$ cat src/rtl/wp_pkg.sv
package wp_pkg;

    localparam int SR_W        = 8;
    localparam int SR_WPEN_BIT = 7;
    localparam int SR_BP_LSB   = 2;
    localparam int SR_WEL_BIT  = 1;

    typedef enum logic [2:0] {
        OP_NONE  = 3'd0,
        OP_WREN  = 3'd1,
        OP_WRDI  = 3'd2,
        OP_WRSR  = 3'd3,
        OP_WRITE = 3'd4
    } pend_op_e;

    typedef struct packed {
        logic       wpen;
        logic [1:0] bp;
        logic       wel;
        logic       wp_lat;
        pend_op_e   op;
    } prot_st_t;

endpackage

$ cat src/rtl/wp_region_chk.sv
module wp_region_chk #(
    parameter int ADDR_W = 17
) (
    input  logic [1:0]        bp_i,
    input  logic [ADDR_W-1:0] addr_i,
    output logic              hit_o
);
    localparam int TOP = ADDR_W - 1;

    always_comb begin
        case (bp_i)
            2'b00:   hit_o = 1'b0;
            2'b01:   hit_o = addr_i[TOP] & addr_i[TOP-1];
            2'b10:   hit_o = addr_i[TOP];
            default: hit_o = 1'b1;
        endcase
    end
endmodule

$ cat src/rtl/wp_grant_calc.sv
module wp_grant_calc (
    input  logic wel_i,
    input  logic wpen_i,
    input  logic wp_lat_i,
    input  logic region_hit_i,
    output logic sr_ok_o,
    output logic arr_ok_o
);
    logic pin_block;

    always_comb begin
        pin_block = wpen_i & ~wp_lat_i;
        sr_ok_o   = wel_i & ~pin_block;
        arr_ok_o  = wel_i & ~region_hit_i;
    end
endmodule

$ cat src/rtl/wp_guard.sv
module wp_guard
    import wp_pkg::*;
#(
    parameter int ADDR_W = 17
) (
    input  logic              clk,
    input  logic              rst_n,
    input  logic              txn_start_i,
    input  logic              txn_end_i,
    input  logic              cmd_wren_i,
    input  logic              cmd_wrdi_i,
    input  logic              cmd_wrsr_i,
    input  logic              cmd_write_i,
    input  logic [SR_W-1:0]   sr_wdata_i,
    input  logic              wp_n_i,
    input  logic [ADDR_W-1:0] arr_addr_i,
    output logic [SR_W-1:0]   status_o,
    output logic              sr_grant_o,
    output logic              arr_grant_o
);
    prot_st_t st_d, st_q;
    logic     region_hit;
    logic     sr_ok;
    logic     arr_ok;

    wp_region_chk #(.ADDR_W(ADDR_W)) u_region (
        .bp_i   (st_q.bp),
        .addr_i (arr_addr_i),
        .hit_o  (region_hit)
    );

    wp_grant_calc u_grant (
        .wel_i        (st_q.wel),
        .wpen_i       (st_q.wpen),
        .wp_lat_i     (st_q.wp_lat),
        .region_hit_i (region_hit),
        .sr_ok_o      (sr_ok),
        .arr_ok_o     (arr_ok)
    );

    always_comb begin
        st_d = st_q;
        if (txn_start_i) begin
            st_d.wp_lat = wp_n_i;
            st_d.op     = OP_NONE;
        end
        if (cmd_wren_i)       st_d.op = OP_WREN;
        else if (cmd_wrdi_i)  st_d.op = OP_WRDI;
        else if (cmd_wrsr_i)  st_d.op = OP_WRSR;
        else if (cmd_write_i) st_d.op = OP_WRITE;
        if (txn_end_i) begin
            case (st_q.op)
                OP_WREN: st_d.wel = 1'b1;
                OP_WRDI: st_d.wel = 1'b0;
                OP_WRSR: begin
                    if (sr_ok) begin
                        st_d.wpen = sr_wdata_i[SR_WPEN_BIT];
                        st_d.bp   = sr_wdata_i[SR_BP_LSB +: 2];
                    end
                    st_d.wel = 1'b0;
                end
                OP_WRITE: st_d.wel = 1'b0;
                default:  st_d.wel = st_q.wel;
            endcase
            st_d.op = OP_NONE;
        end
    end

    always_ff @(posedge clk or negedge rst_n) begin
        if (!rst_n) begin
            st_q <= '{wpen: 1'b0, bp: 2'b00, wel: 1'b0, wp_lat: 1'b0, op: OP_NONE};
        end else begin
            st_q <= st_d;
        end
    end

    always_comb begin
        status_o                 = '0;
        status_o[SR_WPEN_BIT]    = st_q.wpen;
        status_o[SR_BP_LSB +: 2] = st_q.bp;
        status_o[SR_WEL_BIT]     = st_q.wel;
        sr_grant_o               = sr_ok;
        arr_grant_o              = arr_ok;
    end
endmodule

$ cat config.mk
export PLATFORM = sky130hd
export DESIGN_NAME = wp_guard
export DESIGN_NICKNAME = d
export VERILOG_FILES = /design/src/rtl/wp_pkg.sv /design/src/rtl/wp_region_chk.sv /design/src/rtl/wp_grant_calc.sv /design/src/rtl/wp_guard.sv
export SDC_FILE = /design/constraint.sdc
export NUM_CORES = 1
export LEC_CHECK = 0
export BUFFER_PORTS_ARGS = -buffer_cell sky130_fd_sc_hd__buf_2
export CELL_PAD_IN_SITES_DETAIL_PLACEMENT = 0
export CELL_PAD_IN_SITES_GLOBAL_PLACEMENT = 2
export CORE_ASPECT_RATIO = 0.6
export CORE_UTILIZATION = 17
export DETAILED_ROUTE_END_ITERATION = 10
export PLACE_DENSITY_LB_ADDON = 0.1
export SLEW_MARGIN = 15
export SYNTH_ARGS = -nofsm -noshare
export SYNTH_HDL_FRONTEND = slang
export SYNTH_HIERARCHICAL = 1
export SYNTH_SLANG_ARGS = --single-unit
$ cat constraint.sdc
create_clock -name clk -period 1.6 [get_ports clk]
set_clock_uncertainty 0.05 [all_clocks]
set_input_delay 0.16 -clock clk [delete_from_list [all_inputs] [get_ports clk]]
set_output_delay 0.16 -clock clk [all_outputs]
set_load 0.005 [all_outputs]
# Yosys cells after proc, flatten, opt, wreduce, memory -nomap -nowiden
# Cells that the tools add are included.
word_totals:
  latch_bits: 0
  mem_bits_ro: 0
  input_bits: 34
  ram_bits: 0
  n_memories: 0
  wordCells: 32
  out_inout_bits: 10
  reg_bits: 8
op_classes:
  n_mul: 0
  n_lt_le_gt_ge: 0
  shift: 0
  n_addsub: 0
  reduce_logical: 6
  n_bitwise: 7
  n_div: 0
  eq_ne: 6
  muxes: 8
op_table:
  columns: ["operator", "n"]
  rows:
  - ["2-to-1 mux 3 bit", 6]
  - ["== test 3 x 2 -> 1 bit, second input constant", 2]
  - ["nonzero test 6 bit", 1]
  - ["bitwise AND 1 bit", 4]
  - ["== test 3 x 1 -> 1 bit, second input constant", 1]
  - ["== test 3 bit, second input constant", 1]
  - ["NOT 1 bit", 3]
  - ["one-hot mux 1 bit (3 select lines)", 1]
  - ["AND reduction 3 bit", 1]
  - ["OR reduction 3 bit", 1]
  - ["== test 2 x 1 -> 1 bit, second input constant", 1]
  - ["== test 2 bit, second input constant", 1]
  - ["zero test 2 bit", 1]
  - ["one-hot mux 1 bit (2 select lines)", 1]
  - ["AND reduction 2 bit", 1]
  - ["nonzero test 2 bit", 1]

# Longest topological paths before layout
# Gate-level depths: netlist of the first run.
depth:
  word_depth: 6
  depth_mapped: 4
  ltp_nobuf: 4

# Hierarchy
# Netlist of the first run, hierarchy kept.
by_module_without_submodules:
  columns: ["mod", "n_inst", "seq_area_each_um2", "cells_per_inst", "area_each_um2"]
  rows:
  - ["wp_guard", 1, 200.2, 38, 419.2]
  - ["wp_grant_calc", 1, 0.0, 3, 17.5]
  - ["wp_region_chk", 1, 0.0, 3, 13.8]

# Least setup slack after synthesis of the first run
# Ideal clock, no wire load.
synth_timing:
  path_type: "register to register"
  start: "register st_q (netlist bit status_o[1])"
  end: "register st_q (netlist bit status_o[2])"
  required_ns: 1.425
  n_path_buf: 0
  arrival_ns: 1.094
  path_slack_ns: 0.330
  setup_time_ns: 0.125
  synth_period_minus_slack_ns: 1.270
  stages_incl_launch_ff: 4
  path_cell_list: "dfrtp_1 a21boi_1 and3_4 mux2_4"
synth_between:
  elab_chain_len: 2
synth_rtl:
  columns: ["item", "line_no", "rtl"]
  rows:
  - ["start: declaration", "wp_guard.sv:21", "prot_st_t st_d, st_q;"]
  - ["start signal: assignment", "wp_guard.sv:71", "st_q <= '{wpen: 1'b0, bp: 2'b00, wel: 1'b0, wp_lat: 1'b0, op: OP_NONE};"]
  - ["start signal: assignment", "wp_guard.sv:73", "st_q <= st_d;"]
  - ["bitwise AND 1 bit", "wp_grant_calc.sv:13", "sr_ok_o = wel_i & ~pin_block;"]
  - ["named net sr_grant_o", "wp_guard.sv:18", "output logic sr_grant_o,"]
  - ["AND reduction 3 bit (no line)", null, null]
# The timed path passes the listed nets, and every way through them passes these cells.
# A chain may end at the register's enable or synchronous reset.

# Worst setup path in the final report of the first run
layout_timing:
  start: "register st_q[2] (netlist bit)"
  end: "register st_q (netlist bit status_o[3])"
layout_between:
  elab_chain_len: 2
layout_rtl:
  columns: ["item", "line_no", "rtl"]
  rows:
  - ["== test 3 x 2 -> 1 bit", "wp_guard.sv:52", "case (st_q.op)"]
  - ["AND reduction 3 bit (no line)", null, null]
# Every way passes these cells.

==> results of run 1 <==
synth_stat cells (all sizes together), types with 2 or more instances:
cell / n / area share, %
nor2: 4 / 3.3
a21oi: 4 / 4.4
nand3: 2 / 2.2
inv: 3 / 2.5
mux2: 5 / 15
dfrtp: 8 / 44
buf: 8 / 13
cell type report:
class	count	area, sq um	share of cell area, %
Inverter	3	11.3	1.91
Timing Repair Buffer	20	105	17.9
Multi-Input combinational cell	28	190	32.3
Sequential cell	8	200	34.0
Tap cell	32	40.0	6.81
Clock buffer	3	41.3	7.02
power by group through the flow:
| stage | clock (mW) | combinational, mW | sequential, mW |
|---|---|---|---|
| 2_1_floorplan | 0 | 0.118 | 0.258 |
| 3_3_place_gp | 0 | 0.142 | 0.269 |
| 3_5_place_dp | 0 | 0.141 | 0.266 |
| 6_report | 0.238 | 0.139 | 0.263 |
| 5_1_grt | 0.254 | 0.156 | 0.269 |
| 4_1_cts | 0.246 | 0.143 | 0.263 |
worst reg2reg max path: stages (launching register included):
cell,delay [ps]
dfrtp_1,390
and3b_1,240
and3_4,230
mux2_4,300
state kept, by name (all words and copies together), names as in the netlist:
register,count
st_q,4
status_o,4
metrics by stage:
stage | power, mW | setup WS, ps | instances | hold WS, ps | utilization, %
2_1_floorplan | 0.376 | 330 | 47 | -186 | -
3_3_place_gp | 0.411 | 254 | 90 | -27.9 | 21.4
3_5_place_dp | 0.407 | 250 | 90 | -26.1 | 21.4
4_1_cts | 0.652 | 249 | 94 | 67.8 | 23.5
5_1_grt | 0.679 | 188 | 94 | 72.8 | 23.5
6_report | 0.640 | 267 | 94 | 71.9 | 23.5
metal layers:
metal	wire, um	global-route usage, %
met3	45	4.95
met5	0	0
met2	364	9.41
met1	461	10.2
met4	0	3.75
logic make-up after synthesis:
| family | share of synthesized area, % |
|---|---|
| other cells | 0.833 |
| compound gates | 8.89 |
| flops | 44.4 |
| simple gates | 15.0 |
| mux | 15.0 |
| buf+inv | 15.8 |
worst min-delay path by stage:
stage / to
2_1_floorplan: st_q[0]
3_3_place_gp: status_o[2]
3_5_place_dp: status_o[2]
4_1_cts: st_q[1]
5_1_grt: st_q[1]
6_report: st_q[1]
==> impl_metrics.yaml, run 1 <==
outcome:
  outcome: "finished, violations left"
  violations: "DRC"
global_routing:
  overflow: 0
  grt_antenna_before_repair: 0
  grt_util_all_layers_pct: 7.70
  grt_pass1_wl_mm: 1.50
  grt_max_degree: 9
  grt_pass1_vias: 322
clock_tree:
  cts_resized: 0
  worst_skew_pair.late_latency_ps: 220
  cts_htree_levels: 1
  root_buffer: "clkbuf_8"
  cts_tree: "built"
  clk_pin_slew_ps: 40
  numClockSinks: 8
  postCtsHoldBufs: 1
  postCtsSetupBuffers: 0
  cts_made_buffers: 3
  clock_path_buffers: 2
critical_path:
  critPathMaxFanout: 3
  reg2regPathDepth: 3
  critical_path.top_delay_family: "simple AND/OR/NAND/NOR gates"
  critPathArrivalTime_ps: 1390
  r2r-start: "st_q[2]"
  slowest_stage: "dfrtp_1"
  required_ps: 1650
  slowest_delay_ps: 390
  worstSetupPathDepth: 3
  crit_chain: "and3b_1 > and3_4 > mux2_4"
  start_kind: "flip-flop"
  worstSetupStartpoint: "st_q[2]"
  r2r_setup_slack_ps: 270
  crit_buf_inv: 0
  critical_path_class: "reg -> reg"
  worst_setup_path_end_kind: "flip-flop"
  endpoint: "status_o[3]"
  worstReg2RegEnd: "status_o[3]"
timing:
  fmax_ghz: 0.750
  post-route-period-util_pct: 83.3
  finalMaxSlewViolations: 0
  period_minus_slack_ps: 1330
  hold_viol: 0
  finalSetupViolations: 0
  rsz0062_at_grt: "false"
  tns_ps: 0
yosys:
  ys_ff_latch: 8
  yosysUniqueCellTypes: 18
  ys_seq_area_share_pct: 44.4
  synthCells: 44
  yosys_most_used_dff: "dfrtp_1"
  syn_area_sq_um: 450
  async_flop_share_pct: 100
  synth_edf_count: 0
  ys_warn_count: 6
  synth_area_per_cell_sq_um: 10.2
power_and_ir_drop:
  seqPwrFrac_pct: 41.1
  intPower_mw: 0.483
  p_per_area_nw_per_um2: 1090
  swShare_pct: 24.5
  power_switching_mw: 0.157
  clock_power_share_pct: 37.1
  leakage_nw: 0.301
  ir_worst_vdd_v: 0.000328
  pwr-share-comb_pct: 21.8
final_layout:
  area_delta_synth_final_pct: 30.6
  stdcell_area_sq_um: 588
  layout_commonest_cell: "buf_2"
  drive_above_1_share_pct: 45.2
  final_cell_mix: "19 x buf_2, 8 x dfrtp_1, 4 x nor2_1, 4 x a21oi_1, 4 x conb_1"
  nets: 98
  fillCellCount: 283
  antenna_cells: 0
hold_path:
  hold_depth: 2
  hp-class: "in -> reg"
  min_from: "cmd_wren_i"
floorplanning:
  die_h_um: 41.9
  start_util_pct: 18.0
  io_pins: 44
  placementRows: 14
  fp.dieW_um: 68.5
  die_area_sq_um: 2870
  core_area_sq_um: 2500
route:
  drtAntennaViolNets: 0
  drt_iter0_drc: 5
  drc: 2
  wl_per_cell_um: 9.27
  routed_wl_um: 871
  avgViaCountPerCell: 3.77
  drtPass1Iterations: 6
  vias: 354
placed_design:
  gp_congestion: 0.643
  placed_area_sq_um: 537
  port_buffers: 19
flow_run:
  cap_violations: 0
Note: power is estimated with default switching activity, not from simulation.
==> run 2: changes to the inputs <==
--- a/config.mk
+++ b/config.mk
@@ -9,7 +9,7 @@
 export CELL_PAD_IN_SITES_DETAIL_PLACEMENT = 0
 export CELL_PAD_IN_SITES_GLOBAL_PLACEMENT = 2
 export CORE_ASPECT_RATIO = 0.6
-export CORE_UTILIZATION = 17
+export CORE_UTILIZATION = 15
 export DETAILED_ROUTE_END_ITERATION = 10
 export PLACE_DENSITY_LB_ADDON = 0.1
 export SLEW_MARGIN = 15
==> constraint.sdc (replaced) <==
create_clock -name clk -period 1.1 [get_ports clk]
set_clock_uncertainty 0.05 [all_clocks]
set_input_delay 0.11 -clock clk [delete_from_list [all_inputs] [get_ports clk]]
set_output_delay 0.11 -clock clk [all_outputs]
set_load 0.005 [all_outputs]
==> run 2 against run 1 <==
  * The run ends with setup timing left
  * Fmax rose by 2.5%
  * Combinational power up 120%
  * Via count is 9.0% higher
  * Total power rose by 59%
  * Non-clock buffer count rose by 9
  * Clock-buffer cell count stayed put
  * Sequential share of layout area down 4.5 points
  * Clock power grew 42%
  * Critical endpoint unchanged
==> impl_metrics.yaml, run 2 (synthesized netlist as in run 1, its figures left out) <==
outcome:
  outcome: "finished, violations left"
  violations: "setup timing"
global_routing:
  grt_pass1_vias: 353
  grt_max_degree: 9
  grt_util_all_layers_pct: 7.27
  grt_antenna_before_repair: 0
  overflow: 0
  grt_pass1_wl_mm: 1.64
placed_design:
  port_buffers: 19
  placed_area_sq_um: 603
  gp_congestion: 0.647
  dp_cells: 105
  dp_hpwl_um: 874
  post-place-ws_ps: -197
clock_tree:
  cts_htree_levels: 1
  root_buffer: "clkbuf_8"
  worst_skew_pair.late_latency_ps: 220
  clk_pin_slew_ps: 40
  cts_made_buffers: 3
  clock_path_buffers: 2
  numClockSinks: 8
  cts_tree: "built"
critical_path:
  critPathArrivalTime_ps: 1360
  worstSetupPathDepth: 3
  crit_buf_inv: 0
  required_ps: 1160
  critical_path.top_delay_family: "simple AND/OR/NAND/NOR gates"
  slowest_delay_ps: 360
  worst_setup_path_end_kind: "flip-flop"
  critPathMaxFanout: 3
  slowest_stage: "dfrtp_1"
  worstSetupStartpoint: "st_q[2]"
  reg2regPathDepth: 3
  crit_chain: "and3b_2 > and3_4 > mux2_4"
  start_kind: "flip-flop"
  critical_path_class: "reg -> reg"
  r2r-start: "st_q[2]"
floorplanning:
  die_h_um: 44.4
  placementRows: 14
  io_pins: 44
  die_area_sq_um: 3230
  fp.dieW_um: 72.7
  core_area_sq_um: 2660
  start_util_pct: 16.9
route:
  drc: 0
  wl_per_cell_um: 9.54
  met1_length_um: 550
  drt_iter0_drc: 20
  routed_wl_mm: 1.06
  wl_met2_um: 445
  avgViaCountPerCell: 3.48
  dr.max_layer_used: "met4"
  dr_wl_met3_um: 47
  drtAntennaViolNets: 0
  drtPass1Iterations: 2
  vias: 386
hold_path:
  hp-class: "in -> reg"
  hold_depth: 2
  min_from: "cmd_wren_i"
timing:
  finalSetupViolations: 5
  finalMaxSlewViolations: 0
  rsz0062_at_grt: "true"
  period_minus_slack_ps: 1300
  fmax_ghz: 0.769
  hold_viol: 0
  setup_ws_ps: -201
  post-route-period-util_pct: 118
final_layout:
  fillCellCount: 302
  stdcell_area_sq_um: 677
  final_cell_mix: "18 x buf_2, 9 x buf_4, 8 x dfrtp_1"
  area_delta_synth_final_pct: 50.3
  drive_above_1_share_pct: 56.3
  instances_no_fill: 111
  antenna_cells: 0
  nets: 107
  layout_commonest_cell: "buf_2"
power_and_ir_drop:
  ir_worst_vdd_v: 0.000467
  leakage_nw: 0.347
  p_per_area_nw_per_um2: 1500
flow_run:
  cap_violations: 0
[run 2: cell types whose count changed in the layout (fill, tap and decap cells not counted)]
| cell | delta |
|---|---|
| and3b_1 | -1 |
| inv_1 | -1 |
| buf_2 | -1 |
| buf_6 | +1 |
| a21boi_1 | -1 |
| inv_2 | +1 |
| a21boi_2 | +1 |
| buf_4 | +9 |
| and3b_2 | +1 |
[run 2: routing by layer]
metal / GRT usage [%] / vias to the layer above
met5: 0 / -
met4: 2.35 / 0
met3: 3.42 / 2
met2: 9.72 / 12
met1: 10.2 / 180
li1: - / 192
[run 2: stage by stage]
step	utilization, %	total power [mW]	hold slack [ps]	TNS, ps
global route	25.4	1.08	42.8	-925
finish	25.4	1.02	24.5	-696
CTS	25.4	1.04	18.6	-765
global placement	22.7	0.659	-80.7	-518
detailed placement	22.7	0.654	-81.3	-571
floorplan	-	0.552	-236	-481
[run 2: repair_timing]
action | 4_1_cts | 5_1_grt
resized for setup | 1 | 2
hold buffers | 1 | 0
pin swaps | 2 | 0
endpoints found under the hold margin | 8 | 0
setup endpoints to repair | 5 | 6
cloned | 0 | 0
buffers inserted | 2 | 0
[run 2: where the power goes]
group	leakage (nW)	internal [mW]	switching (mW)
Clock	0.0216	0.236	0.103
Sequential	0.101	0.343	0.0354
Combinational	0.224	0.192	0.107
Total	0.347	0.771	0.245
[run 2: cell type report]
type	count	area (sq um)	share of cell area, %
multi-input cells	28	195	28.8
flip-flops and latches	8	200	29.6
repair buffers	29	179	26.4
inverters	3	11.3	1.66
well taps	40	50.0	7.39
clock buffers	3	41.3	6.10
[run 2: path summary, 6_finish.rpt]
path                          endpoint  slack (ps)
setup / recovery           status_o[3]        -200
hold / removal                 st_q[1]          20
setup reg to reg           status_o[3]        -200
hold reg to reg            status_o[3]         500
max in group asynchronous      st_q[1]         600
min in group asynchronous  status_o[2]         220
==> run 3: changes to the inputs <==
--- a/config.mk
+++ b/config.mk
@@ -5,11 +5,12 @@
 export SDC_FILE = /design/constraint.sdc
 export NUM_CORES = 1
 export LEC_CHECK = 0
+export ABC_AREA = 1
 export BUFFER_PORTS_ARGS = -buffer_cell sky130_fd_sc_hd__buf_2
 export CELL_PAD_IN_SITES_DETAIL_PLACEMENT = 0
 export CELL_PAD_IN_SITES_GLOBAL_PLACEMENT = 2
 export CORE_ASPECT_RATIO = 0.6
-export CORE_UTILIZATION = 15
+export CORE_UTILIZATION = 14
 export DETAILED_ROUTE_END_ITERATION = 10
 export PLACE_DENSITY_LB_ADDON = 0.1
 export SLEW_MARGIN = 15
==> run 3 against run 2 <==
  * The flow still finishes with violations (setup timing)
  * First-iteration DRC count decreased by 30%
  * Area after synthesis increased by 6.1%
  * Largest cell class is now multi-input gates
  * Highest routed layer unchanged
  * Critical path type is now reg -> out
  * Combinational power increased by 17%
  * Die area increased by 13%
  * Worst hold slack improved by 17 ps
==> impl_metrics.yaml, run 3 <==
critical_path:
  slowest_delay_ps: 410
  critPathArrivalTime_ps: 1010
  slowest_stage: "dfrtp_1"
  start_kind: "flip-flop"
  worst_setup_path_end_kind: "primary output"
  required_ps: 940
  crit_chain: "o21ai_2 > nand2_1 > nor2_1 > buf_2"
  critPathMaxFanout: 4
  r2r_setup_slack_ps: -60
  critical_path_class: "reg -> out"
  crit_buf_inv: 1
  critical_path.top_delay_family: "flip-flops"
global_routing:
  grt_pass1_wl_mm: 1.74
  grt_antenna_before_repair: 0
  grt_max_degree: 9
  grt_pass1_vias: 381
  grt_util_all_layers_pct: 6.61
  overflow: 0
clock_tree:
  cts_htree_levels: 1
  clk_pin_slew_ps: 40
  clock_path_buffers: 2
  cts_tree: "built"
  numClockSinks: 8
  cts_made_buffers: 3
  worst_skew_pair.late_latency_ps: 230
  root_buffer: "clkbuf_8"
final_layout:
  stdcell_area_sq_um: 737
  multiInputGateArea_sq_um: 223
  fillCellCount: 365
  layout_commonest_cell: "buf_2"
  nets: 129
  regArea_sq_um: 200
  fin_util_pct: 22.6
  antenna_cells: 0
  drive_above_1_share_pct: 44.1
  area_delta_synth_final_pct: 54.2
  instances_no_fill: 138
  final_cell_mix: "18 x buf_2, 15 x nand2_1, 9 x buf_4, 8 x dfrtp_1, 7 x nor2_1"
placed_design:
  dp_cells: 131
  dp_hpwl_um: 948
  placed_area_sq_um: 626
  port_buffers: 19
  gp_congestion: 0.600
yosys:
  yosys_most_used_dff: "dfrtp_1"
  yosysTopAreaCellShare_pct: 41.9
  synth_area_per_cell_sq_um: 7.24
  yosysUniqueCellTypes: 16
  ys_seq_area_share_pct: 41.9
  ys_warn_count: 6
  synth_area_leaders: "dfrtp_1 42%, buf_4 13%, nand2_1 12%"
  synthCells: 66
  synth_edf_count: 0
  ys_ff_latch: 8
  syn_area_sq_um: 478
  yosysTopAreaCell: "dfrtp_1"
  async_flop_share_pct: 100
  synth_common_cells: "15 x nand2_1, 8 x buf_4, 8 x dfrtp_1, 7 x inv_1, 7 x nor2_1"
  yosysMostFrequentCell: "nand2_1"
timing:
  finalSetupViolations: 5
  setup_ws_ps: -74.0
  hold_viol: 0
  tns_ps: -301
  period_minus_slack_ps: 1170
  finalMaxSlewViolations: 0
  rsz0062_at_grt: "true"
  fmax_ghz: 0.852
  post-route-period-util_pct: 107
power_and_ir_drop:
  leakage_nw: 0.398
  ir_worst_vdd_v: 0.000284
  finalPower_mw: 1.09
  p_per_area_nw_per_um2: 1470
outcome:
  outcome: "finished, violations left"
  violations: "setup timing"
route:
  drtAntennaViolNets: 0
  drc: 0
  drt_iter0_drc: 14
  avgViaCountPerCell: 3.37
  drtPass1Iterations: 3
  vias: 465
  routed_wl_mm: 1.22
  wl_per_cell_um: 8.83
flow_run:
  cap_violations: 0
floorplanning:
  die_h_um: 47.3
  start_util_pct: 14.6
  fp.dieW_um: 77.4
  io_pins: 44
  core_area_sq_um: 3260
  placementRows: 16
  die_area_sq_um: 3660
hold_path:
  hp-class: "in -> reg"
==> run 3: layout make-up <==
cell class	count	area share (%)
sequential	8	27.2
tap	45	7.64
inverter	10	5.09
timing repair buffer	29	24.3
clock buffer	3	5.60
multi-input combinational	43	30.2
==> run 3: final timing paths <==
path                             start          end  cells past startpoint
max                        status_o[2]  arr_grant_o                      4
min                             wp_n_i      st_q[3]                      3
max reg2reg                    st_q[3]  status_o[3]                      6
min reg2reg                status_o[3]  status_o[3]                      2
max in group asynchronous        rst_n      st_q[1]                      2
min in group asynchronous        rst_n  status_o[2]                      2
==> run 3: what timing repair did <==
item,CTS,global route
setup buffers,3,0
pin swaps,6,0
gates resized for setup,4,6
hold endpoints to repair,8,0
endpoints found under the setup margin,5,5
hold buffers,1,0
==> run 3: per-stage QoR <==
stage / hold WS [ps] / setup WS (ps)
2_1_floorplan: -236 / 68.0
3_3_place_gp: -76.4 / -84.3
3_5_place_dp: -76.2 / -46.3
4_1_cts: 42.1 / -107
5_1_grt: 60.3 / -142
6_report: 41.4 / -74.0
==> run 3: kinds of logic (layout without fill, tap and decap cells) <==
group                  count (synthesis)  count (layout)  share of synthesized area [%]
other                                  1               4                          0.785
buffers and inverters                 18              42                           20.4
AND/OR/NAND/NOR                       30              30                           26.7
flip-flops                             8               8                           41.9
AO/OA/AOI/OAI                          9               9                           10.2
==> run 3: per-layer routing <==
layer	share of wire [%]	wire [um]	track usage, %	up-vias
li1	-	-	-	250
met1	54	658	10.1	198
met2	40	486	7.43	15
met3	5.3	64	2.52	2
met4	0.82	10	3.40	0
met5	0	0	0	-
==> run 3: worst reg2reg max path: stages (launching register included) <==
cell     delay [ps]
dfrtp_1         350
inv_2            50
a21oi_4         180
buf_4           150
nand3_4          80
o21ai_2         140
nand2_1          60
==> run 3: power by group <==
part | switching (mW) | total [mW] | internal (mW)
sequential | 0.0472 | 0.388 | 0.341
combinational | 0.157 | 0.350 | 0.192
clock | 0.112 | 0.349 | 0.237
total | 0.316 | 1.09 | 0.770
